File: config.mk
export PLATFORM = sky130hd
export DESIGN_NAME = adc_cmd_sequencer
export DESIGN_NICKNAME = d
export VERILOG_FILES = /design/src/rtl/adc_seq_pkg.sv /design/src/rtl/adc_flow_slot.sv /design/src/rtl/adc_flow_arbiter.sv /design/src/rtl/adc_sample_timer.sv /design/src/rtl/adc_cmd_sequencer.sv
export SDC_FILE = /design/constraint.sdc
export NUM_CORES = 1
export LEC_CHECK = 0
export BUFFER_PORTS_ARGS = -buffer_cell sky130_fd_sc_hd__buf_2
export CORE_MARGIN = 2
export CORE_UTILIZATION = 36
export CTS_CLUSTER_DIAMETER = 80
export CTS_CLUSTER_SIZE = 16
export DETAILED_ROUTE_END_ITERATION = 12
export PLACE_DENSITY = 0.66
export SLEW_MARGIN = 20
export SYNTH_ARGS = -nofsm -noshare
export SYNTH_HDL_FRONTEND = slang
export SYNTH_SLANG_ARGS = --single-unit
File: constraint.sdc
create_clock -name clk -period 2.3 [get_ports clk]
set_clock_uncertainty 0.2 [all_clocks]
set_input_delay 0.115 -clock clk [delete_from_list [all_inputs] [get_ports clk]]
set_output_delay 0.115 -clock clk [all_outputs]
set_load 0.05 [all_outputs]
File: src/rtl/adc_seq_pkg.sv
// Package: shared state and flow encodings plus the sample-length decode.
// Assumes the sample length codes 0..3 map to 2, 8, 64 and 128 cycles.
package adc_seq_pkg;

    typedef enum logic [1:0] {
        ST_IDLE    = 2'd0,
        ST_SAMPLE  = 2'd1,
        ST_CONVERT = 2'd2,
        ST_NEXT    = 2'd3
    } seq_state_t;

    typedef enum logic [1:0] {
        FL_REG = 2'd0,
        FL_HW  = 2'd1,
        FL_SW  = 2'd2
    } flow_t;

    localparam int NUM_FLOWS = 3;
    localparam int SMP_MAX   = 128;
    localparam int SMP_CNT_W = $clog2(SMP_MAX);

    // Counter reload value: phase length minus one.
    function automatic logic [SMP_CNT_W-1:0] smp_reload(input logic [1:0] code);
        logic [SMP_CNT_W-1:0] v;
        case (code)
            2'd0:    v = SMP_CNT_W'(1);
            2'd1:    v = SMP_CNT_W'(7);
            2'd2:    v = SMP_CNT_W'(63);
            default: v = SMP_CNT_W'(SMP_MAX - 1);
        endcase
        return v;
    endfunction

endpackage

File: src/rtl/adc_flow_slot.sv
// Module: adc_flow_slot
// Holds the outstanding channel set of one request flow. It loads a new mask
// on start only when nothing is outstanding and the mask is non-zero, clears
// one channel when that channel's conversion completes, and reports the
// lowest outstanding channel and whether a clear empties the set.
// Assumes clr never coincides with an empty set.
module adc_flow_slot #(
    parameter int NUM_CH = 16,
    localparam int CW    = $clog2(NUM_CH)
) (
    input  logic              clk,
    input  logic              rst_n,
    input  logic              start,
    input  logic [NUM_CH-1:0] mask,
    input  logic              clr,
    input  logic [CW-1:0]     clr_idx,
    output logic              any,
    output logic [CW-1:0]     first_idx,
    output logic              is_last
);

    logic [NUM_CH-1:0] pend;
    logic [NUM_CH-1:0] clr_bit;

    assign clr_bit = NUM_CH'(1) << clr_idx;

    // Outstanding set: load on accepted start, drop a channel on completion.
    always_ff @(posedge clk) begin
        if (!rst_n) begin
            pend <= '0;
        end else if (start && (pend == '0) && (mask != '0)) begin
            pend <= mask;
        end else if (clr) begin
            pend <= pend & ~clr_bit;
        end
    end

    // Lowest set bit of the outstanding set.
    always_comb begin
        first_idx = '0;
        for (int i = NUM_CH - 1; i >= 0; i--) begin
            if (pend[i]) first_idx = CW'(i);
        end
    end

    assign any     = (pend != '0);
    assign is_last = ((pend & ~clr_bit) == '0);

endmodule

File: src/rtl/adc_flow_arbiter.sv
// Module: adc_flow_arbiter
// Combinational grant among the three flows. Both injected flows outrank the
// regular flow, and sw_over_hw orders the two injected flows.
// Assumes req bit order {sw, hw, reg}.
module adc_flow_arbiter
    import adc_seq_pkg::*;
(
    input  logic [NUM_FLOWS-1:0] req,
    input  logic                 sw_over_hw,
    output logic                 gnt_valid,
    output flow_t                gnt_flow
);

    // Fixed-plus-programmable priority pick.
    always_comb begin
        gnt_valid = |req;
        gnt_flow  = FL_REG;
        if (req[FL_SW] && (sw_over_hw || !req[FL_HW])) begin
            gnt_flow = FL_SW;
        end else if (req[FL_HW]) begin
            gnt_flow = FL_HW;
        end
    end

endmodule

File: src/rtl/adc_sample_timer.sv
// Module: adc_sample_timer
// Down-counter for the sample phase. It is loaded with the phase length
// minus one, counts while run is high, and reports expiry at zero.
// Assumes load and run are not high together.
module adc_sample_timer
    import adc_seq_pkg::*;
(
    input  logic       clk,
    input  logic       rst_n,
    input  logic       load,
    input  logic [1:0] code,
    input  logic       run,
    output logic       expired
);

    logic [SMP_CNT_W-1:0] cnt;

    // Reload on grant, then count down to zero while sampling.
    always_ff @(posedge clk) begin
        if (!rst_n) begin
            cnt <= '0;
        end else if (load) begin
            cnt <= smp_reload(code);
        end else if (run && (cnt != '0)) begin
            cnt <= cnt - 1'b1;
        end
    end

    assign expired = (cnt == '0);

endmodule

File: src/rtl/adc_cmd_sequencer.sv
// Module: adc_cmd_sequencer (top)
// Arbitrates the regular, hardware-injected and software-injected flows at
// channel boundaries, and runs each granted channel through SAMPLE and
// CONVERT. It tags each result with its channel and flow, and pulses a
// per-flow end of chain on the last channel.
// Assumes conv_done comes back from the converter after conv_start.
module adc_cmd_sequencer
    import adc_seq_pkg::*;
#(
    parameter int NUM_CH = 16,
    localparam int CW    = $clog2(NUM_CH)
) (
    input  logic              clk,
    input  logic              rst_n,
    input  logic              reg_start,
    input  logic [NUM_CH-1:0] reg_mask,
    input  logic              hw_start,
    input  logic [NUM_CH-1:0] hw_mask,
    input  logic              sw_start,
    input  logic [NUM_CH-1:0] sw_mask,
    input  logic              sw_over_hw,
    input  logic [1:0]        smp_sel,
    input  logic              conv_done,
    output logic [CW-1:0]     ch_sel,
    output logic              sample_en,
    output logic              conv_start,
    output logic              res_valid,
    output logic [CW-1:0]     res_ch,
    output logic [1:0]        res_flow,
    output logic              eoc_reg,
    output logic              eoc_hw,
    output logic              eoc_sw,
    output logic              busy
);

    seq_state_t           state;
    flow_t                act_flow;
    logic [CW-1:0]        act_ch;
    logic [NUM_FLOWS-1:0] start_v;
    logic [NUM_CH-1:0]    mask_v [NUM_FLOWS];
    logic [NUM_FLOWS-1:0] pend_any;
    logic [CW-1:0]        first_v [NUM_FLOWS];
    logic [NUM_FLOWS-1:0] last_v;
    logic [NUM_FLOWS-1:0] clr_v;
    logic [NUM_FLOWS-1:0] eoc_q;
    logic                 gnt_valid;
    flow_t                gnt_flow;
    logic                 take_grant;
    logic                 smp_expired;
    logic                 done_seen;
    logic                 conv_start_q;

    assign start_v   = {sw_start, hw_start, reg_start};
    assign mask_v[0] = reg_mask;
    assign mask_v[1] = hw_mask;
    assign mask_v[2] = sw_mask;

    assign done_seen  = (state == ST_CONVERT) && conv_done;
    assign take_grant = ((state == ST_IDLE) || (state == ST_NEXT)) && gnt_valid;

    // One outstanding-set slot per flow.
    for (genvar f = 0; f < NUM_FLOWS; f++) begin : g_slot
        assign clr_v[f] = done_seen && (act_flow == flow_t'(f));

        adc_flow_slot #(.NUM_CH(NUM_CH)) u_slot (
            .clk       (clk),
            .rst_n     (rst_n),
            .start     (start_v[f]),
            .mask      (mask_v[f]),
            .clr       (clr_v[f]),
            .clr_idx   (act_ch),
            .any       (pend_any[f]),
            .first_idx (first_v[f]),
            .is_last   (last_v[f])
        );
    end

    adc_flow_arbiter u_arb (
        .req        (pend_any),
        .sw_over_hw (sw_over_hw),
        .gnt_valid  (gnt_valid),
        .gnt_flow   (gnt_flow)
    );

    adc_sample_timer u_tmr (
        .clk     (clk),
        .rst_n   (rst_n),
        .load    (take_grant),
        .code    (smp_sel),
        .run     (state == ST_SAMPLE),
        .expired (smp_expired)
    );

    // Sequencing state machine: grant, sample, convert, boundary.
    always_ff @(posedge clk) begin
        if (!rst_n) begin
            state <= ST_IDLE;
        end else begin
            case (state)
                ST_IDLE, ST_NEXT: state <= gnt_valid ? ST_SAMPLE : ST_IDLE;
                ST_SAMPLE:        if (smp_expired) state <= ST_CONVERT;
                ST_CONVERT:       if (conv_done) state <= ST_NEXT;
                default:          state <= ST_IDLE;
            endcase
        end
    end

    // Capture the granted flow and channel at each boundary.
    always_ff @(posedge clk) begin
        if (!rst_n) begin
            act_flow <= FL_REG;
            act_ch   <= '0;
        end else if (take_grant) begin
            act_flow <= gnt_flow;
            act_ch   <= first_v[gnt_flow];
        end
    end

    // One-cycle convert start on leaving the sample phase.
    always_ff @(posedge clk) begin
        if (!rst_n) conv_start_q <= 1'b0;
        else        conv_start_q <= (state == ST_SAMPLE) && smp_expired;
    end

    // Result tag and end-of-chain pulses on completion.
    always_ff @(posedge clk) begin
        if (!rst_n) begin
            res_valid <= 1'b0;
            res_ch    <= '0;
            res_flow  <= 2'd0;
            eoc_q     <= '0;
        end else begin
            res_valid <= done_seen;
            eoc_q     <= clr_v & last_v;
            if (done_seen) begin
                res_ch   <= act_ch;
                res_flow <= act_flow;
            end
        end
    end

    assign ch_sel     = act_ch;
    assign sample_en  = (state == ST_SAMPLE);
    assign conv_start = conv_start_q;
    assign eoc_reg    = eoc_q[FL_REG];
    assign eoc_hw     = eoc_q[FL_HW];
    assign eoc_sw     = eoc_q[FL_SW];
    assign busy       = (state != ST_IDLE) || (|pend_any);

endmodule

; ---- After elaboration in Yosys (flattened, before gate mapping)
; Index checks and enable logic that the tools add are counted.
; Widths: inputs -> output; s select.
[classes]
addsub = 1
magnitude_cmp = 1
eq_ne = 9
shift = 1
muxes = 66
bitwise_logic = 6
n_reduce_logical = 43
[op_table]
columns = cell, n
row1 = $mux 4, 50
row2 = $logic_not 16->1, 6
row3 = $mux 16, 6
row4 = $reduce_bool 16->1, 6
row5 = $and 16x16->16, 3
row6 = $pmux 7 s3, 1
row7 = $not 16->16, 1
row8 = $shl 1x4->16 const A, 1
row9 = $logic_and 1x1->1, 14
row10 = $mux 7, 2
row11 = $reduce_bool 2->1, 5
row12 = $bmux 4 s2, 1
row13 = $eq 2x2->1 const B, 4
row14 = $logic_not 7->1, 1
row15 = $reduce_bool 7->1, 1
row16 = $sub 7x1->7 const B, 1
row17 = $eq 2x1->1 const B, 3
row18 = $logic_not 2->1, 3
row19 = $mux 2, 3
row20 = $pmux 2 s3, 1
row21 = $ne 2x2->1 const B, 2
row22 = $and 3x3->3, 1
row23 = $ge 3x3->1 const B, 1
row24 = $logic_or 1x1->1, 3
row25 = 6 further kinds, 7
[totals]
reg_bits = 74
in_bits = 57
out_inout_bits = 17
wordCells = 139

; ---- Longest topological paths before layout
[depth]
ltp_word = 19
ltp_mapped = 9
depth_no_buf = 8

; ---- Hierarchy
; From an unflattened synthesis, not the netlist that was laid out.
[unflattened]
hier_cells = 591
hier_area_um2 = 4830.9
[by_module_without_submodules]
columns = mod, instances, cells_per_inst, area_each_um2, seq_area_each_um2
row1 = adc_flow_slot, 3, 148, 1168.6, 320.3
row2 = adc_cmd_sequencer, 1, 95, 883.3, 380.4
row3 = adc_sample_timer, 1, 48, 416.6, 140.1
row4 = adc_flow_arbiter, 1, 4, 25.0, 0.0

; ---- Worst setup path before layout
; No wires, ideal clock.
[synth_path]
path_kind = flip-flop to flip-flop
from = reg state[0]
to = reg g_slot[0].u_slot.pend[14]
setup_time_ps = 137
arrival_time_ps = 1849
t_required_ps = 1963
setup_slack_ps = 115
stages_incl_launch_ff = 10
n_path_buf = 3
period_less_slack_ps = 2185
cell_sequence = dfxtp_1 > inv_1 > ha_1 > clkbuf_1 > nand2_1 > or3_1 > clkbuf_1 > clkbuf_1 > o21ai_0 > a21oi_1
[synth_between]
elab_chain_len = 4
[synth_lines]
columns = element, line_no
row1 = start: declaration, adc_cmd_sequencer.sv:36  ; seq_state_t state;
row2 = start signal: assignment, adc_cmd_sequencer.sv:100  ; ST_IDLE, ST_NEXT: state <= gnt_valid ? ST_SAMPLE : ST_IDLE;
row3 = $eq 2x2->1, adc_cmd_sequencer.sv:58  ; assign done_seen = (state == ST_CONVERT) && conv_done;
row4 = $logic_and 1x1->1, adc_cmd_sequencer.sv:58
row5 = $logic_and 1x1->1, adc_cmd_sequencer.sv:63  ; assign clr_v[f] = done_seen && (act_flow == flow_t'(f));
row6 = $reduce_bool 2->1 (no source line), -
row7 = end signal: assignment, adc_flow_slot.sv:32  ; pend <= mask;
row8 = end signal: assignment, adc_flow_slot.sv:34  ; pend <= pend & ~clr_bit;
row9 = end: declaration, adc_flow_slot.sv:22  ; logic [NUM_CH-1:0] pend;
; Every way passes these cells.
; A chain may end at the register's enable or synchronous reset.

; ---- Worst setup path in the final report
[layout_path]
from = reg g_slot[2].u_slot.pend[4]
to = out busy
[layout_between]
elab_chain_len = 3
[layout_lines]
columns = element, line_no
row1 = start: declaration, adc_flow_slot.sv:22
row2 = start signal: assignment, adc_flow_slot.sv:32
row3 = start signal: assignment, adc_flow_slot.sv:34
row4 = $reduce_bool 16->1, adc_flow_slot.sv:46  ; assign any = (pend != '0);
row5 = $reduce_or 3->1, adc_cmd_sequencer.sv:148  ; assign busy = (state != ST_IDLE) || (|pend_any);
row6 = $logic_or 1x1->1, adc_cmd_sequencer.sv:148
row7 = end: declaration, adc_cmd_sequencer.sv:33  ; output logic busy
; Every way passes these cells.

==> summary.txt <==
Global route
  – Grt total ovfl: 0
  – First-pass GRT wire length: approximately 23000 um
  – Grt met1 use: 29.90%
  – Number of global-route vias before repair: 4806
  – Gr busiest metal: met2
  – Largest net degree at the start of global routing: 25
  – Total GRT Usage: 24.86%
  – Grt met2 use: 42.33%
  – Routing usage on met3: 5.098%
  – Antenna violations before repair: 0

Timing
  – Final Critical Period: 2.336 ns
  – Final hold violation count: 0
  – Max-slew violation count: 0
  – FMAX: 428.2 MHz
  – Slew headroom: 63.78%
  – Setup WS post-layout: -0.03556 ns
  – Final Cycle Share: 101.5%
  – Hold WS: 0.1176 ns
  – Final setup fails: 1
  – Unrepaired setup endpoints after global routing: true
  – Worst-margin pin slew: 0.5383 ns
  – Setup TNS Final: -0.03556 ns

Worst setup path
  – Crit path max-delay family: simple AND/OR/NAND/NOR gates
  – WP data required: 1.99 ns
  – Crit Path Max Fanout: 4
  – CP peak stage delay: 0.57 ns
  – Slowest CP cell: or4_4
  – CP Buf/Inv Count: 2
  – R2R Setup Slk: 0.01 ns
  – Crit start category: flip-flop
  – Critical Path, Cell by Cell: or4_4 > nor4_4 > buf_4 > nand4_1 > buf_6
  – Critical path capture point type: output port
  – Critical path class: flip-flop to output port
  – CP Data Arrival Time: 2.02 ns

Pwr
  – LEAKAGE: 2.327 nW
  – Pwr dens: 1847 mW/mm^2
  – Worst VDD drop: 1.065 mV
  – Switching portion of total power: 45.79%
  – Combinational share of power: 69.6%
  – Int Power: 5.915 mW
  – Clock power share: a little under a tenth
  – Final Power: 10.91 mW
  – Net Sw Power: 4.997 mW
  – Sequential share of power: 21.1%

Route
  – Initial DRC Count: 399
  – Vias per cell: 5.768
  – Drt wl/cell: roughly 17 um
  – Overall via count from detail_route: 5001
  – Final wirelength: 14800 um
  – Drt drc: 0
  – Routed Antenna Nets: 0
  – Drt pass-1 iters: 6

Floorplanning
  – Starting Density: 37.02%
  – Core Rows: 38
  – Chip Width: 109.6 um
  – Top Ports: between 70 and 80
  – Core Footprint: 0.01084 mm^2
  – Die Height: 109.6 um
  – Die ar.: 0.01201 mm^2

Placement
  – Port bufs: 73
  – Pre-CTS setup slack: -0.02757 ns
  – Placed Cells: 790
  – Post-DP HPWL: 10430 um
  – Global placer's final weighted congestion: 1.017

Clock tree
  – Root Buffer: clkbuf_8
  – Max Root-Sink Buffers: 2
  – H-tree depth: 3
  – Num CTS Buffers: 9
  – Worst-path clk slew: approximately 0.090 ns
  – CTS tree: done
  – Clk Latency, worst-skew pair: approximately 0.35 ns
  – CTS sink cnt: 74

Yosys
  – Complex-gate fraction of the synthesized area: 29.40%
  – Seq/Total Area, Yosys: 36.92%
  – Most frequent cell after synthesis: dfxtp_1
  – Leading area contributor after synthesis: dfxtp_1
  – Mapped Nets: 589
  – Post-synthesis cell count: 527
  – Post-synth ARST share: 0%
  – Mux cell area share after synthesis: 0.7484%
  – Simple-gate area share of the yosys netlist: around a quarter
  – Top FF cell, synth: dfxtp_1
  – Main combinational cell family by area after synthesis: compound AO/OA/AOI/OAI gates
  – Netlist cell types: 57
  – Top cell type's share of synthesized area: between 30% and 40%
  – Top cells by area, synth: dfxtp_1 37%, a21oi_1 8.6%, o21ai_0 7.4%, nand2_1 6.5%, nor2_1 3.7%
  – Synth Area in XOR/XNOR: 1.310%
  – Commonest cells in the netlist: 74 x dfxtp_1, 70 x nand2_1, 69 x a21oi_1
  – Fraction of the mapped netlist area in adder cells: 1.559%
  – #FFs+latches synth: 74
  – Avg Inst Size Synth: 7.614 um^2
  – Post-synth EDFFs: 0
  – Yosys warning total: 0
  – Mapped cell area: 0.004013 mm^2

Outcome
  – Failing checks: setup timing
  – Status: finished with violations

Finish
  – Fillers: ~1000
  – Layout cell share with drive strength beyond 1: 29.85%
  – P&R area growth vs syn: 47.27%
  – Nets: 784
  – ANT cells: 0
  – Final cell count without fillers: 867

Hold path
  – Min-Delay Path Class: input pin to flip-flop

Run
  – Max-cap violations: 0
## final cells by class
class	instances	area, um^2	area share, %
Multi-Input combinational cell	414	2412	40.82
Timing Repair Buffer	210	1592	26.93
Sequential cell	74	1488	25.17
Tap cell	140	175.2	2.964
Clock buffer	9	123.9	2.096
Clock inverter	7	70.07	1.186
Inverter	13	48.80	0.8257
## power by group through the flow
| stage | Combinational (mW) | Sequential (mW) | Clock (mW) |
|---|---|---|---|
| 2_1_floorplan | 4.14 | 2.39 | 0 |
| 3_3_place_gp | 6.46 | 2.27 | 0 |
| 3_5_place_dp | 6.53 | 2.31 | 0 |
| 4_1_cts | 6.92 | 2.28 | 1.02 |
| 5_1_grt | 8.17 | 2.37 | 1.07 |
| 6_report | 7.60 | 2.30 | 1.02 |
## cell usage in the layout, fill, tap and decap left out, types with 11 or more instances in the layout
cell	instances
buf_4	79
buf_2	72
dfxtp_1	71
nand2_1	69
a21oi_1	68
o21ai_0	59
dlygate4sd3_1	53
nor2_1	39
nor4_1	22
nand3_1	15
a21oi_2	13
inv_1	12
nand2_2	11
## final timing paths
check                                                            start  cells after the start                                     end
worst min-delay path                                          sw_start                      5  g_slot[2].u_slot.pend[14]$_SDFFE_PN0P_
worst max-delay path             g_slot[2].u_slot.pend[4]$_SDFFE_PN0P_                      5                                    busy
worst max register to register  g_slot[2].u_slot.pend[13]$_SDFFE_PN0P_                      7                  ch_sel[0]$_SDFFE_PN0P_
worst min register to register                  res_ch[1]$_SDFFE_PN0P_                      2                  res_ch[1]$_SDFFE_PN0P_
## what timing repair did
item | CTS | global route
pin swaps | 5 | 5
hold buffers | 53 | 0
setup endpoints to repair | 6 | 16
setup buffers | 5 | 2
gates resized for setup | 6 | 17
hold endpoints to repair | 65 | 0
cloned | 0 | 1
## flip-flops by register name (all words and copies together), names as in the netlist
register / count
conv_start: 1
act_flow: 2
res_ch: 4
res_flow: 2
eoc_q: 3
ch_sel: 4
u_tmr.cnt: 7
state: 2
res_valid: 1
g_slot.u_slot.pend: 48
## cell families (layout without fill, tap and decap cells)
kind of cell | after synthesis | in the layout
buffers and inverters | 39 | 239
flip-flops | 74 | 74
AND/OR/NAND/NOR | 205 | 205
XOR/XNOR | 6 | 6
multiplexers | 3 | 3
adder cells (fa/ha/maj) | 5 | 5
AO/OA/AOI/OAI | 195 | 195
## per-stage QoR
stage	cell area (um^2)	util (%)
after detailed placement	5027	46.38
after floorplan	4013	-
after global routing	5909	54.51
after CTS	5807	53.57
after global placement	5027	46.38
final	5909	54.51
## routing by layer
layer	part of all wire, %	wire length [um]	up-vias
met5	0	0	-
li1	-	-	2343
met1	40	5931	2313
met3	9.0	1331	73
met2	47	6938	272
met4	4.0	598	0
## worst reg2reg max path, delay by kind of cell (launching register included)
kind	cells	cell delay [ns]
AND/OR/NAND/NOR	2	1.00
AO/OA/AOI/OAI	4	0.47
flip-flops	1	0.33
buffers and inverters	1	0.14
No activity file was read; power rests on OpenSTA's default activity.
